[src/rtl/ata_addr_pkg.sv]
package ata_addr_pkg;
  localparam int CYL_W  = 16;
  localparam int HEAD_W = 4;
  localparam int SEC_W  = 8;
  localparam int HPC_W  = HEAD_W + 1;
  localparam int CNT_W  = SEC_W + 1;
  localparam int LBA_W  = CYL_W + HEAD_W + SEC_W;

  // packed order gives the LBA bit layout {27:24, 23:8, 7:0}
  typedef struct packed {
    logic [HEAD_W-1:0] head;
    logic [CYL_W-1:0]  cyl;
    logic [SEC_W-1:0]  sec;
  } tf_addr_t;

  typedef enum logic [2:0] {
    OPC_OTHER, OPC_MEDIA, OPC_SEEK, OPC_GEOM, OPC_DIAG
  } op_class_e;

  typedef enum logic [1:0] {
    LD_IDLE, LD_SPT, LD_HPC
  } ld_state_e;

  function automatic op_class_e classify_op(input logic [7:0] op);
    op_class_e c;
    c = OPC_OTHER;
    if (op == 8'h91)                 c = OPC_GEOM;
    else if (op == 8'h90)            c = OPC_DIAG;
    else if (op[7:4] == 4'h7)        c = OPC_SEEK;
    else if (op[7:5] == 3'b001)      c = OPC_MEDIA;
    else if (op == 8'h40 || op == 8'h41 || op == 8'h50 ||
             op == 8'hC4 || op == 8'hC5 || op[7:2] == 6'b110010)
      c = OPC_MEDIA;
    return c;
  endfunction

  function automatic tf_addr_t chs_advance(input tf_addr_t a,
                                           input logic [SEC_W-1:0] spt,
                                           input logic [HPC_W-1:0] hpc);
    tf_addr_t r;
    logic [SEC_W:0] ns;
    logic [HEAD_W-1:0] nh;
    r  = a;
    ns = {1'b0, a.sec} + 1'b1;
    nh = a.head + 1'b1;
    if (ns[SEC_W-1:0] == '0 || ns == ({1'b0, spt} + 1'b1)) begin
      r.sec = SEC_W'(1);
      if (nh == '0 || {1'b0, nh} == hpc) begin
        r.head = '0;
        r.cyl  = a.cyl + 1'b1;
      end else begin
        r.head = nh;
      end
    end else begin
      r.sec = ns[SEC_W-1:0];
    end
    return r;
  endfunction
endpackage

[src/rtl/ata_geom.sv]
module ata_geom
  import ata_addr_pkg::*;
(
  input  logic              clk,
  input  logic              rst,
  input  logic              geom_fire,
  input  logic              diag_fire,
  input  logic [SEC_W-1:0]  cnt_in,
  input  logic [HEAD_W-1:0] head_in,
  output logic [SEC_W-1:0]  spt_o,
  output logic [HPC_W-1:0]  hpc_o
);
  always_ff @(posedge clk) begin
    if (rst) begin
      spt_o <= '0;
      hpc_o <= '0;
    end else if (diag_fire) begin
      spt_o <= '0;
      hpc_o <= '0;
    end else if (geom_fire && spt_o == '0) begin
      spt_o <= cnt_in;
      hpc_o <= {1'b0, head_in} + 1'b1;
    end
  end

  // geometry is frozen once spt is non-zero
  a_r2_geom_once: assert property (@(posedge clk) disable iff (rst)
    (geom_fire && !diag_fire && spt_o != '0) |=> ($stable(spt_o) && $stable(hpc_o)));
endmodule

[src/rtl/ata_lin_map.sv]
module ata_lin_map
  import ata_addr_pkg::*;
(
  input  logic             clk,
  input  logic             rst,
  input  logic             lba_mode,
  input  tf_addr_t         addr,
  input  logic [SEC_W-1:0] spt,
  input  logic [HPC_W-1:0] hpc,
  output logic [LBA_W-1:0] lin_q
);
  localparam int PW = CYL_W + HPC_W + SEC_W + 1;

  logic [SEC_W-1:0] off;
  logic [PW-1:0]    prod;
  logic [LBA_W-1:0] lin_d;

  always_comb begin
    off   = (addr.sec == '0) ? '0 : addr.sec - 1'b1;
    prod  = (PW'(addr.cyl) * PW'(hpc) + PW'(addr.head)) * PW'(spt) + PW'(off);
    lin_d = lba_mode ? LBA_W'(addr) : prod[LBA_W-1:0];
  end

  always_ff @(posedge clk) begin
    if (rst) lin_q <= '0;
    else     lin_q <= lin_d;
  end
endmodule

[src/rtl/ata_iter_div.sv]
module ata_iter_div #(
  parameter int W = 28
) (
  input  logic         clk,
  input  logic         rst,
  input  logic         start,
  input  logic [W-1:0] dividend,
  input  logic [W-1:0] divisor,
  output logic         busy,
  output logic         done,
  output logic [W-1:0] quot,
  output logic [W-1:0] rem
);
  localparam int CW = $clog2(W + 1);

  logic [CW-1:0] cnt_q;
  logic [W-1:0]  d_q;
  logic [W:0]    sh;
  logic [W:0]    diff;
  logic          take;

  always_comb begin
    sh   = {rem, quot[W-1]};
    diff = sh - {1'b0, d_q};
    take = (sh >= {1'b0, d_q});
  end

  always_ff @(posedge clk) begin
    if (rst) begin
      busy  <= 1'b0;
      done  <= 1'b0;
      cnt_q <= '0;
      quot  <= '0;
      rem   <= '0;
      d_q   <= '0;
    end else begin
      done <= 1'b0;
      if (start && !busy) begin
        quot  <= dividend;
        rem   <= '0;
        d_q   <= divisor;
        cnt_q <= CW'(W);
        busy  <= 1'b1;
      end else if (busy) begin
        quot  <= {quot[W-2:0], take};
        rem   <= take ? diff[W-1:0] : sh[W-1:0];
        cnt_q <= cnt_q - 1'b1;
        if (cnt_q == CW'(1)) begin
          busy <= 1'b0;
          done <= 1'b1;
        end
      end
    end
  end

  // a result only appears at the end of a busy period
  a_r10_done_after_busy: assert property (@(posedge clk) disable iff (rst)
    done |-> $past(busy));
  // remainder always below the latched divisor
  a_r10_rem_below_div: assert property (@(posedge clk) disable iff (rst)
    (done && d_q != '0) |-> (rem < d_q));
endmodule

[src/rtl/ata_addr_seq.sv]
module ata_addr_seq
  import ata_addr_pkg::*;
#(
  parameter int NUM_TRACKS = 1024
) (
  input  logic              clk,
  input  logic              rst,
  input  logic              cmd_valid,
  input  logic [7:0]        cmd_op,
  input  logic              tf_lba,
  input  logic [CYL_W-1:0]  tf_cyl,
  input  logic [HEAD_W-1:0] tf_head,
  input  logic [SEC_W-1:0]  tf_sec,
  input  logic [SEC_W-1:0]  tf_count,
  input  logic              sec_done,
  input  logic              lin_load,
  input  logic [LBA_W-1:0]  lin_value,
  output logic [CYL_W-1:0]  cur_cyl,
  output logic [HEAD_W-1:0] cur_head,
  output logic [SEC_W-1:0]  cur_sec,
  output logic              cur_lba,
  output logic [CNT_W-1:0]  remain_cnt,
  output logic              idnf,
  output logic [LBA_W-1:0]  lin_sector,
  output logic              busy,
  output logic              load_done
);
  tf_addr_t         addr_q;
  logic             lba_q;
  logic [CNT_W-1:0] remain_q;
  logic             idnf_q;
  ld_state_e        ld_q;
  logic [SEC_W-1:0] sec_hold_q;
  logic             load_done_q;

  logic [SEC_W-1:0] spt;
  logic [HPC_W-1:0] hpc;
  op_class_e        op_cls;
  logic             idle, cmd_fire, load_fire, step_fire;
  logic             seek_bad;
  tf_addr_t         cmd_addr;

  logic             div_start, div_busy, div_done;
  logic [LBA_W-1:0] div_dvd, div_dvs, div_quot, div_rem;

  always_comb begin
    op_cls    = classify_op(cmd_op);
    idle      = (ld_q == LD_IDLE);
    cmd_fire  = cmd_valid && idle;
    load_fire = lin_load && idle && !cmd_valid;
    step_fire = sec_done && idle && !cmd_valid && !lin_load && (remain_q != '0);
    cmd_addr  = '{head: tf_head, cyl: tf_cyl, sec: tf_sec};
    seek_bad  = !tf_lba && ((32'(tf_cyl) >= NUM_TRACKS) || ({1'b0, tf_head} >= hpc) ||
                            (tf_sec == '0) || (tf_sec > spt));
    div_start = (load_fire && !lba_q && spt != '0) || (ld_q == LD_SPT && div_done);
    div_dvd   = (ld_q == LD_SPT) ? div_quot : lin_value;
    div_dvs   = (ld_q == LD_SPT) ? LBA_W'(hpc) : LBA_W'(spt);
  end

  ata_geom geom_i (
    .clk       (clk),
    .rst       (rst),
    .geom_fire (cmd_fire && op_cls == OPC_GEOM),
    .diag_fire (cmd_fire && op_cls == OPC_DIAG),
    .cnt_in    (tf_count),
    .head_in   (tf_head),
    .spt_o     (spt),
    .hpc_o     (hpc)
  );

  ata_lin_map map_i (
    .clk      (clk),
    .rst      (rst),
    .lba_mode (lba_q),
    .addr     (addr_q),
    .spt      (spt),
    .hpc      (hpc),
    .lin_q    (lin_sector)
  );

  ata_iter_div #(.W(LBA_W)) div_i (
    .clk      (clk),
    .rst      (rst),
    .start    (div_start),
    .dividend (div_dvd),
    .divisor  (div_dvs),
    .busy     (div_busy),
    .done     (div_done),
    .quot     (div_quot),
    .rem      (div_rem)
  );

  always_ff @(posedge clk) begin
    if (rst) begin
      addr_q      <= '{head: '0, cyl: '0, sec: SEC_W'(1)};
      lba_q       <= 1'b0;
      remain_q    <= '0;
      idnf_q      <= 1'b0;
      ld_q        <= LD_IDLE;
      sec_hold_q  <= '0;
      load_done_q <= 1'b0;
    end else begin
      load_done_q <= 1'b0;
      if (cmd_fire) begin
        addr_q <= cmd_addr;
        lba_q  <= tf_lba;
        case (op_cls)
          OPC_MEDIA: begin
            if (!tf_lba && spt == '0) begin
              idnf_q   <= 1'b1;
              remain_q <= '0;
            end else begin
              idnf_q   <= 1'b0;
              remain_q <= (tf_count == '0) ? CNT_W'(256) : {1'b0, tf_count};
            end
          end
          OPC_SEEK: begin
            idnf_q   <= seek_bad;
            remain_q <= '0;
          end
          default: begin
            idnf_q   <= 1'b0;
            remain_q <= '0;
          end
        endcase
      end else if (load_fire) begin
        if (lba_q) begin
          addr_q      <= tf_addr_t'(lin_value);
          load_done_q <= 1'b1;
        end else if (spt == '0) begin
          idnf_q      <= 1'b1;
          load_done_q <= 1'b1;
        end else begin
          ld_q <= LD_SPT;
        end
      end else if (step_fire) begin
        remain_q <= remain_q - 1'b1;
        if (remain_q != CNT_W'(1))
          addr_q <= lba_q ? tf_addr_t'(LBA_W'(addr_q) + 1'b1) : chs_advance(addr_q, spt, hpc);
      end

      case (ld_q)
        LD_SPT: if (div_done) begin
          sec_hold_q <= div_rem[SEC_W-1:0] + 1'b1;
          ld_q       <= LD_HPC;
        end
        LD_HPC: if (div_done) begin
          addr_q.cyl  <= div_quot[CYL_W-1:0];
          addr_q.head <= div_rem[HEAD_W-1:0];
          addr_q.sec  <= sec_hold_q;
          ld_q        <= LD_IDLE;
          load_done_q <= 1'b1;
        end
        default: ;
      endcase
    end
  end

  assign cur_cyl    = addr_q.cyl;
  assign cur_head   = addr_q.head;
  assign cur_sec    = addr_q.sec;
  assign cur_lba    = lba_q;
  assign remain_cnt = remain_q;
  assign idnf       = idnf_q;
  assign busy       = !idle;
  assign load_done  = load_done_q;

  // the count only grows through a command
  a_r7_count_no_grow: assert property (@(posedge clk) disable iff (rst)
    !cmd_fire |=> (remain_q <= $past(remain_q)));
  // the final sector leaves the address in place
  a_r7_last_holds: assert property (@(posedge clk) disable iff (rst)
    (step_fire && remain_q == CNT_W'(1)) |=> $stable(addr_q));
  // a CHS step keeps an in-range sector in range
  a_r8_sec_in_range: assert property (@(posedge clk) disable iff (rst)
    (step_fire && !lba_q && addr_q.sec != '0 && addr_q.sec <= spt)
      |=> (addr_q.sec != '0 && addr_q.sec <= spt));
  // nothing touches the count while a division runs
  a_r12_busy_frozen: assert property (@(posedge clk) disable iff (rst)
    !idle |=> $stable(remain_q));
  // the load pulse only closes a division or a direct load
  a_r10_done_source: assert property (@(posedge clk) disable iff (rst)
    load_done_q |-> ($past(load_fire) || ($past(ld_q) == LD_HPC)));
endmodule

[config.mk]
export PLATFORM = sky130hd
export DESIGN_NAME = ata_addr_seq
export DESIGN_NICKNAME = d
export VERILOG_FILES = /design/src/rtl/ata_addr_pkg.sv /design/src/rtl/ata_geom.sv /design/src/rtl/ata_lin_map.sv /design/src/rtl/ata_iter_div.sv /design/src/rtl/ata_addr_seq.sv
export SDC_FILE = /design/constraint.sdc
export NUM_CORES = 1
export LEC_CHECK = 0
export BUFFER_PORTS_ARGS = -buffer_cell sky130_fd_sc_hd__buf_4
export CAP_MARGIN = 20
export CORE_MARGIN = 4
export CORE_UTILIZATION = 45
export DETAILED_ROUTE_END_ITERATION = 8
export SYNTH_ARGS = -nofsm -noshare
export SYNTH_HDL_FRONTEND = slang
export SYNTH_SLANG_ARGS = --single-unit
export TNS_END_PERCENT = 20
[constraint.sdc]
create_clock -name clk -period 14.64 [get_ports clk]
set_input_delay 2.196 -clock clk [delete_from_list [all_inputs] [get_ports clk]]
set_output_delay 2.196 -clock clk [all_outputs]
set_load 0.05 [all_outputs]
==> results of run 1 <==
[area by class of cell]
type | instances | area [sq um]
clock inverter | 11 | 119
fill | 3850 | 19500
timing repair buffer | 176 | 1350
sequential | 162 | 3250
inverter | 278 | 1040
clock buffer | 21 | 470
multi-input combinational | 1718 | 13500
tap | 525 | 657
[worst paths after layout]
kind                                      start              end  slack (ps)  cells past startpoint
worst max-delay path            geom_i.hpc_o[2]  map_i.lin_q[27]        5200                     29
worst min register to register    sec_hold_q[1]    sec_hold_q[1]         460                      2
worst max register to register  geom_i.hpc_o[2]  map_i.lin_q[27]        5200                     29
worst min-delay path              sec_hold_q[1]    sec_hold_q[1]         460                      2
[cell families (layout without fill, tap and decap cells)]
kind of cell             after synthesis  after routing  share of synthesized area, %
multiplexers                          35             35                          1.96
flip-flops                           162            162                          17.8
adder cells (fa/ha/maj)              310            310                          28.4
AO/OA/AOI/OAI                        463            463                          16.4
XOR/XNOR                              92             92                          4.49
AND/OR/NAND/NOR                      818            818                          22.5
buffers and inverters                407            486                          8.47
[metal layers]
metal / vias to the layer above / wire [um] / share of wire [%]
met5: - / 0 / 0
met4: 0 / 1310 / 2.2
met3: 77 / 3550 / 5.9
met2: 575 / 28400 / 47
met1: 8048 / 26500 / 44
li1: 7770 / - / -
[where the power goes]
group          internal, mW  total (mW)  switching, mW  leakage [nW]
registers             0.451       0.481         0.0298          1.32
logic                0.0761       0.213          0.137          7.46
clock network         0.252       0.477          0.226         0.286
total                 0.779        1.17          0.392          9.06
[worst register-to-register path: cells and delay by family, from the launching register on]
family | cells | cell delay [ps]
AOI/OAI and AO/OA | 12 | 2990
adders and majority gates | 9 | 4340
buffers and inverters | 4 | 180
DFF | 1 | 770
and+or+nand+nor | 4 | 1020
[Yosys cell counts, types with 16 or more instances]
cell type / n
a211oi_1: 36
a21o_1: 24
a21oi_1: 146
a311oi_1: 29
and2_1: 179
and3_1: 16
clkbuf_1: 109
dfxtp_1: 162
fa_1: 174
ha_1: 136
inv_1: 278
mux2i_1: 29
nand2_1: 223
nand2b_1: 19
nand3_1: 31
nand4_1: 18
nor2_1: 194
nor3_1: 55
nor4_1: 18
o21a_1: 18
o21ai_0: 104
xnor2_1: 55
xor2_1: 36
[metrics by stage]
stage               utilization (%)  instance area (sq um)  instances  total power, mW
detailed placement             49.5                  19700       2856            0.700
finish                         51.1                  20400       2891             1.17
global route                   51.1                  20400       2891             1.21
global placement               49.5                  19700       2856            0.698
floorplan                         -                  18200       2287            0.610
CTS                            50.9                  20300       2888             1.18
[state kept, by name, indices dropped and copies added (netlist names)]
register,count
cur_cyl,16
cur_head,4
cur_lba,1
cur_sec,8
div_i.busy,1
div_i.cnt_q,5
div_i.d_q,8
div_i.done,1
div_i.quot,28
div_i.rem,28
geom_i.hpc_o,5
geom_i.spt_o,8
idnf,1
ld_q,2
load_done,1
map_i.lin_q,28
remain_cnt,9
sec_hold_q,8
==> flow_summary.yaml, run 1 <==
outcome:
  outcome: "finished, final reports clean"
yosys:
  yosys_register_bits: 162
  synth_top_area_share_pct: 19.1
  netlist_area_sq_um: 18200
  syn-instance-count: 2287
  synth_warnings: 0
  synth_cell_type_count: 77
  yosysTopAreaCell: "fa_1"
  postSynthAreaPerCell_sq_um: 7.97
  syn_nets: 2675
  synth_edf_count: 0
  ys_seq_area_share_pct: 17.8
  synth_flop_cell: "dfxtp_1"
  ys_top_cells_by_area: "fa_1 19%, dfxtp_1 18%, ha_1 9.3%, and2_1 6.1%, inv_1 5.7%"
  async_flop_share_pct: 0
routing:
  drc: 0
  dr.pass1.iters: 6
  dr.first_iter.drc_count: 1312
  finalWirelength_um: 59800
  vias: 16500
  antenna_left: 0
  vias_per_cell: 5.70
  wl_per_cell_um: 20.7
global_route:
  grt_overflow: 0
  busiest_layer: "met2"
  grt_pass1_wl_um: 94200
  grt_use_met1_pct: 37.2
  antenna_found_initial: 1
  grtUsageTotal_pct: 27.1
  use_met3_pct: 4.29
  grt_max_degree: 67
  use_met2_pct: 44.6
  grt_pass1_vias: 16500
clocking:
  cts_htree_levels: 4
  clockBufferDepth: 2
  post_cts_buffers: 0
  clkLatencyLatePin_ps: 510
  cts_buffers: 17
  cts_resized: 0
  cts_sinks: 162
  cts_tree: "done"
  root_buffer: "clkbuf_16"
  clk_pin_slew_ps: 80
  cts_hold_buf: 0
sta:
  tns_ps: 0
  finClkSkew_ps: 16.5
  final_max_slew_viol_count: 0
  rsz0062_at_grt: "no"
  hold_viol: 0
  setup_ws_ps: 5200
  tightestPinTransition_ps: 1130
  max-slew-margin-rel_pct: 24.9
  layout_min_cycle_time_ps: 9440
  setup_viol: 0
  clock.fmax_mhz: 106
  timing.hold.ws_ps: 456
  finalCritPeriodShare_pct: 64.5
worst_setup_path:
  slowest_stage: "dfxtp_1"
  path_delay_family: "adder cells"
  crit_buf_inv: 4
  cp_data_required_time_ps: 15030
  path_class: "flip-flop to flip-flop"
  worstSetupEndpointType: "flip-flop"
  critPathMaxStageDelay_ps: 770
  cp-start-kind: "flip-flop"
  crit_fanout: 21
  worstPathArrival_ps: 9820
  crit_path_frequent_cell: "fa_1"
layout:
  mostFrequentLayoutCell: "inv_1"
  area_delta_synth_final_pct: 11.8
  fin_nets: 2741
  antennaDiodeCount: 0
  mostFrequentLayoutCells: "278 x inv_1, 223 x nand2_1, 194 x nor2_1, 179 x and2_1, 174 x fa_1"
  layout-drive-gt1-share_pct: 10.1
floorplanning:
  rows: 73
  die_h_um: 209
  pin_count: 147
  die_area_sq_um: 43800
  start_util_pct: 45.7
  coreArea_sq_um: 39900
  die_width_um: 209
placement:
  portBuffers: 146
  dp_hpwl_um: 46300
  place_ws_ps: 4870
  gp_congestion: 0.926
run:
  max_cap_viol_count: 0
pwr:
  leakage_nw: 9.06
  irDropWorstVdd_mv: 0.101
  powerDensity_nw_per_um2: 57.5
min_path:
  min_path_type: "flip-flop to flip-flop"
(Power assumes the default switching activity.)
==> run 2: changes to the inputs <==
- ABC_AREA: not set -> 1
- clock period: 14.64 -> 9.45 ns (I/O delays scaled with it)
==> run 2 against run 1 <==
Against the previous run:
- clock skew is 0.62 ps higher
- combinational power is 92% higher
- register-to-register slack worse by 4500 ps
- sequential power is 53% higher
- total power is 58% higher
- routed wire length is 14% higher
- maximum frequency is 7.3% higher
- critical path depth stayed put
- count of clock-buffer cells in the layout is 1 lower
- synthesized cell count is 27% higher
- critical path type unchanged
- largest cell class unchanged
==> flow_summary.yaml, run 2 <==
floorplanning:
  die_h_um: 216
  rows: 75
  start_util_pct: 45.9
  die_width_um: 216
  coreArea_sq_um: 42300
  pin_count: 147
  die_area_sq_um: 46600
routing:
  finalWirelength_um: 68100
  wl_per_cell_um: 19.1
  vias_per_cell: 5.49
  drc: 0
  antenna_left: 0
  dr.first_iter.drc_count: 1878
  dr.pass1.iters: 7
  vias: 19600
worst_setup_path:
  crit_path_frequent_cell: "fa_1"
  crit_fanout: 18
  worstSetupEndpointType: "flip-flop"
  path_class: "flip-flop to flip-flop"
  r2r_end: "map_i.lin_q[22]"
  cp-start-kind: "flip-flop"
  cp_data_required_time_ps: 9890
  worstPathArrival_ps: 9230
  rrSetupSlack_ps: 660
  reg2regPathDepth: 29
  slowest_stage: "dfxtp_1"
  critPathMaxStageDelay_ps: 740
  r2r-start: "geom_i.hpc_o[3]"
clocking:
  clockBufferDepth: 2
  clk_pin_slew_ps: 80
  clkLatencyLatePin_ps: 490
  cts_sinks: 162
  cts_htree_levels: 4
  cts_tree: "done"
  post_cts_buffers: 0
  root_buffer: "clkbuf_16"
  cts_buffers: 17
yosys:
  synth.most_common_cell: "nand2_1"
  syn-instance-count: 2911
  synthTopCellsByCount: "616 x nand2_1, 543 x inv_1, 274 x nor2_1"
  syn_nets: 3299
  synth_cell_type_count: 55
  postSynthAreaPerCell_sq_um: 6.68
  synth_flop_cell: "dfxtp_1"
  synth_top_area_share_pct: 17.9
  yosysTopAreaCell: "fa_1"
  yosys_register_bits: 162
  synth_edf_count: 0
  ys_seq_area_share_pct: 16.7
  netlist_area_sq_um: 19400
  synth_warnings: 0
  ys_top_cells_by_area: "fa_1 18%, dfxtp_1 17%, nand2_1 12%, inv_1 10%, ha_1 8.8%"
  async_flop_share_pct: 0
global_route:
  grt_pass1_wl_um: 107000
  busiest_layer: "met2"
  use_met2_pct: 47.4
  grt_overflow: 0
  grt_max_degree: 66
  grt_pass1_vias: 19100
  use_met3_pct: 4.49
  grtUsageTotal_pct: 29.1
  antenna_found_initial: 1
  grt_use_met1_pct: 39.3
layout:
  reg_top3: "div_i.quot x28, div_i.rem x28, map_i.lin_q x28"
  multi_input_area_sq_um: 13600
  stdcell_area_sq_um: 21600
  area_delta_synth_final_pct: 10.9
  seq_area_sq_um: 3250
  antennaDiodeCount: 0
  layout-drive-gt1-share_pct: 8.38
  fin_nets: 3369
  mostFrequentLayoutCells: "616 x nand2_1, 542 x inv_1, 274 x nor2_1, 227 x o21ai_0, 208 x a21oi_1"
  fill_cells: 4335
  mostFrequentLayoutCell: "nand2_1"
sta:
  final_max_slew_viol_count: 0
  tightestPinTransition_ps: 1060
  setup_ws_ps: 656
  finClkSkew_ps: 17.1
  finalCritPeriodShare_pct: 93.1
  timing.hold.ws_ps: 483
  max-slew-margin-rel_pct: 29.1
  tns_ps: 0
  hold_viol: 0
  rsz0062_at_grt: "no"
  setup_viol: 0
  layout_min_cycle_time_ps: 8790
  clock.fmax_mhz: 114
placement:
  portBuffers: 146
  place_area_sq_um: 21000
  place_ws_ps: 643
  dp_hpwl_um: 53200
  gp_congestion: 0.929
pwr:
  finalPower_mw: 1.86
  leakage_nw: 11.1
  swShare_pct: 35.5
  powerDensity_nw_per_um2: 86.1
  irDropWorstVdd_mv: 0.148
  seqPwrFrac_pct: 39.8
  comb_power_share_pct: 22.0
  p_int_mw: 1.20
  clkPwrFrac_pct: 38.2
  p_sw_mw: 0.659
min_path:
  min_to: "cur_sec[0]"
  min_path_type: "flip-flop to flip-flop"
  min_from: "sec_hold_q[0]"
  hold-path-cell-count: 2
run:
  max_cap_viol_count: 0
outcome:
  outcome: "finished, final reports clean"
run 2: changes by cell type in the layout (fill, tap and decap cells not counted), sizes merged, moves of 20 or more:
cell    delta
nand2    +402
and2     -179
nor3      -20
a311oi    -29
a211oi    -28
a21oi     +64
mux2i     -27
xnor2     -21
nand3     +83
a31oi     +27
nor2      +88
a21o      -21
inv      +269
o21ai    +133
run 2: worst max-delay path, delay by kind of cell, from the launching register on:
kind / cells / cell delay (ps)
adders and majority gates: 9 / 4400
AOI/OAI and AO/OA: 8 / 1500
and+or+nand+nor: 7 / 1230
DFF: 1 / 740
xor gates and xnor gates: 1 / 670
buffers and inverters: 4 / 210
run 2: repair_timing:
| action | CTS | global route |
|---|---|---|
| hold buffers | 0 | 0 |
| resized for setup | 0 | 1 |
| setup endpoints to repair | 0 | 2 |
| endpoints found under the hold margin | 0 | 0 |
run 2: how the worst max path moves through the flow:
stage	from	endpoint	cells past startpoint
finish	geom_i.hpc_o[3]	map_i.lin_q[22]	29
global route	geom_i.hpc_o[3]	map_i.lin_q[20]	28
CTS	geom_i.hpc_o[4]	map_i.lin_q[22]	29
detailed placement	geom_i.hpc_o[4]	map_i.lin_q[22]	29
global placement	geom_i.hpc_o[4]	map_i.lin_q[22]	29
floorplan	cur_cyl[0]	map_i.lin_q[22]	32
run 2: power by group through the flow:
stage          registers, mW  logic (mW)  clock network, mW
3_3_place_gp           0.752       0.396                  0
4_1_cts                0.737       0.402              0.720
2_1_floorplan          0.802       0.187                  0
5_1_grt                0.740       0.438              0.750
3_5_place_dp           0.753       0.400                  0
6_report               0.738       0.408              0.709
run 2: cell type report:
| type | instances | share of cell area, % |
|---|---|---|
| repair buffers | 183 | 6.39 |
| inverters | 557 | 9.70 |
| clock inverters | 12 | 0.580 |
| flip-flops and latches | 162 | 15.1 |
| clock buffers | 20 | 2.03 |
| multi-input cells | 2060 | 62.9 |
| well taps | 577 | 3.35 |
run 2: layer usage:
| layer | vias to the layer above | wire, um | share of wire [%] |
|---|---|---|---|
| met5 | - | 13 | 0.019 |
| met3 | 120 | 4950 | 7.3 |
| met1 | 9400 | 29500 | 43 |
| met4 | 2 | 2380 | 3.5 |
| met2 | 761 | 31200 | 46 |
| li1 | 9316 | - | - |
run 2: cell families after synthesis:
family	count (synthesis)	share of synthesized area [%]
simple gates	1116	23.8
fa+ha+maj	310	26.7
mux	2	0.103
buf+inv	689	13.6
flops	162	16.7
compound gates	558	15.8
xor+xnor	74	3.41
run 2: metrics by stage:
step | util [%] | instances
2_1_floorplan | - | 2911
3_3_place_gp | 49.6 | 3538
3_5_place_dp | 49.6 | 3538
4_1_cts | 50.9 | 3570
5_1_grt | 50.9 | 3571
6_report | 50.9 | 3571
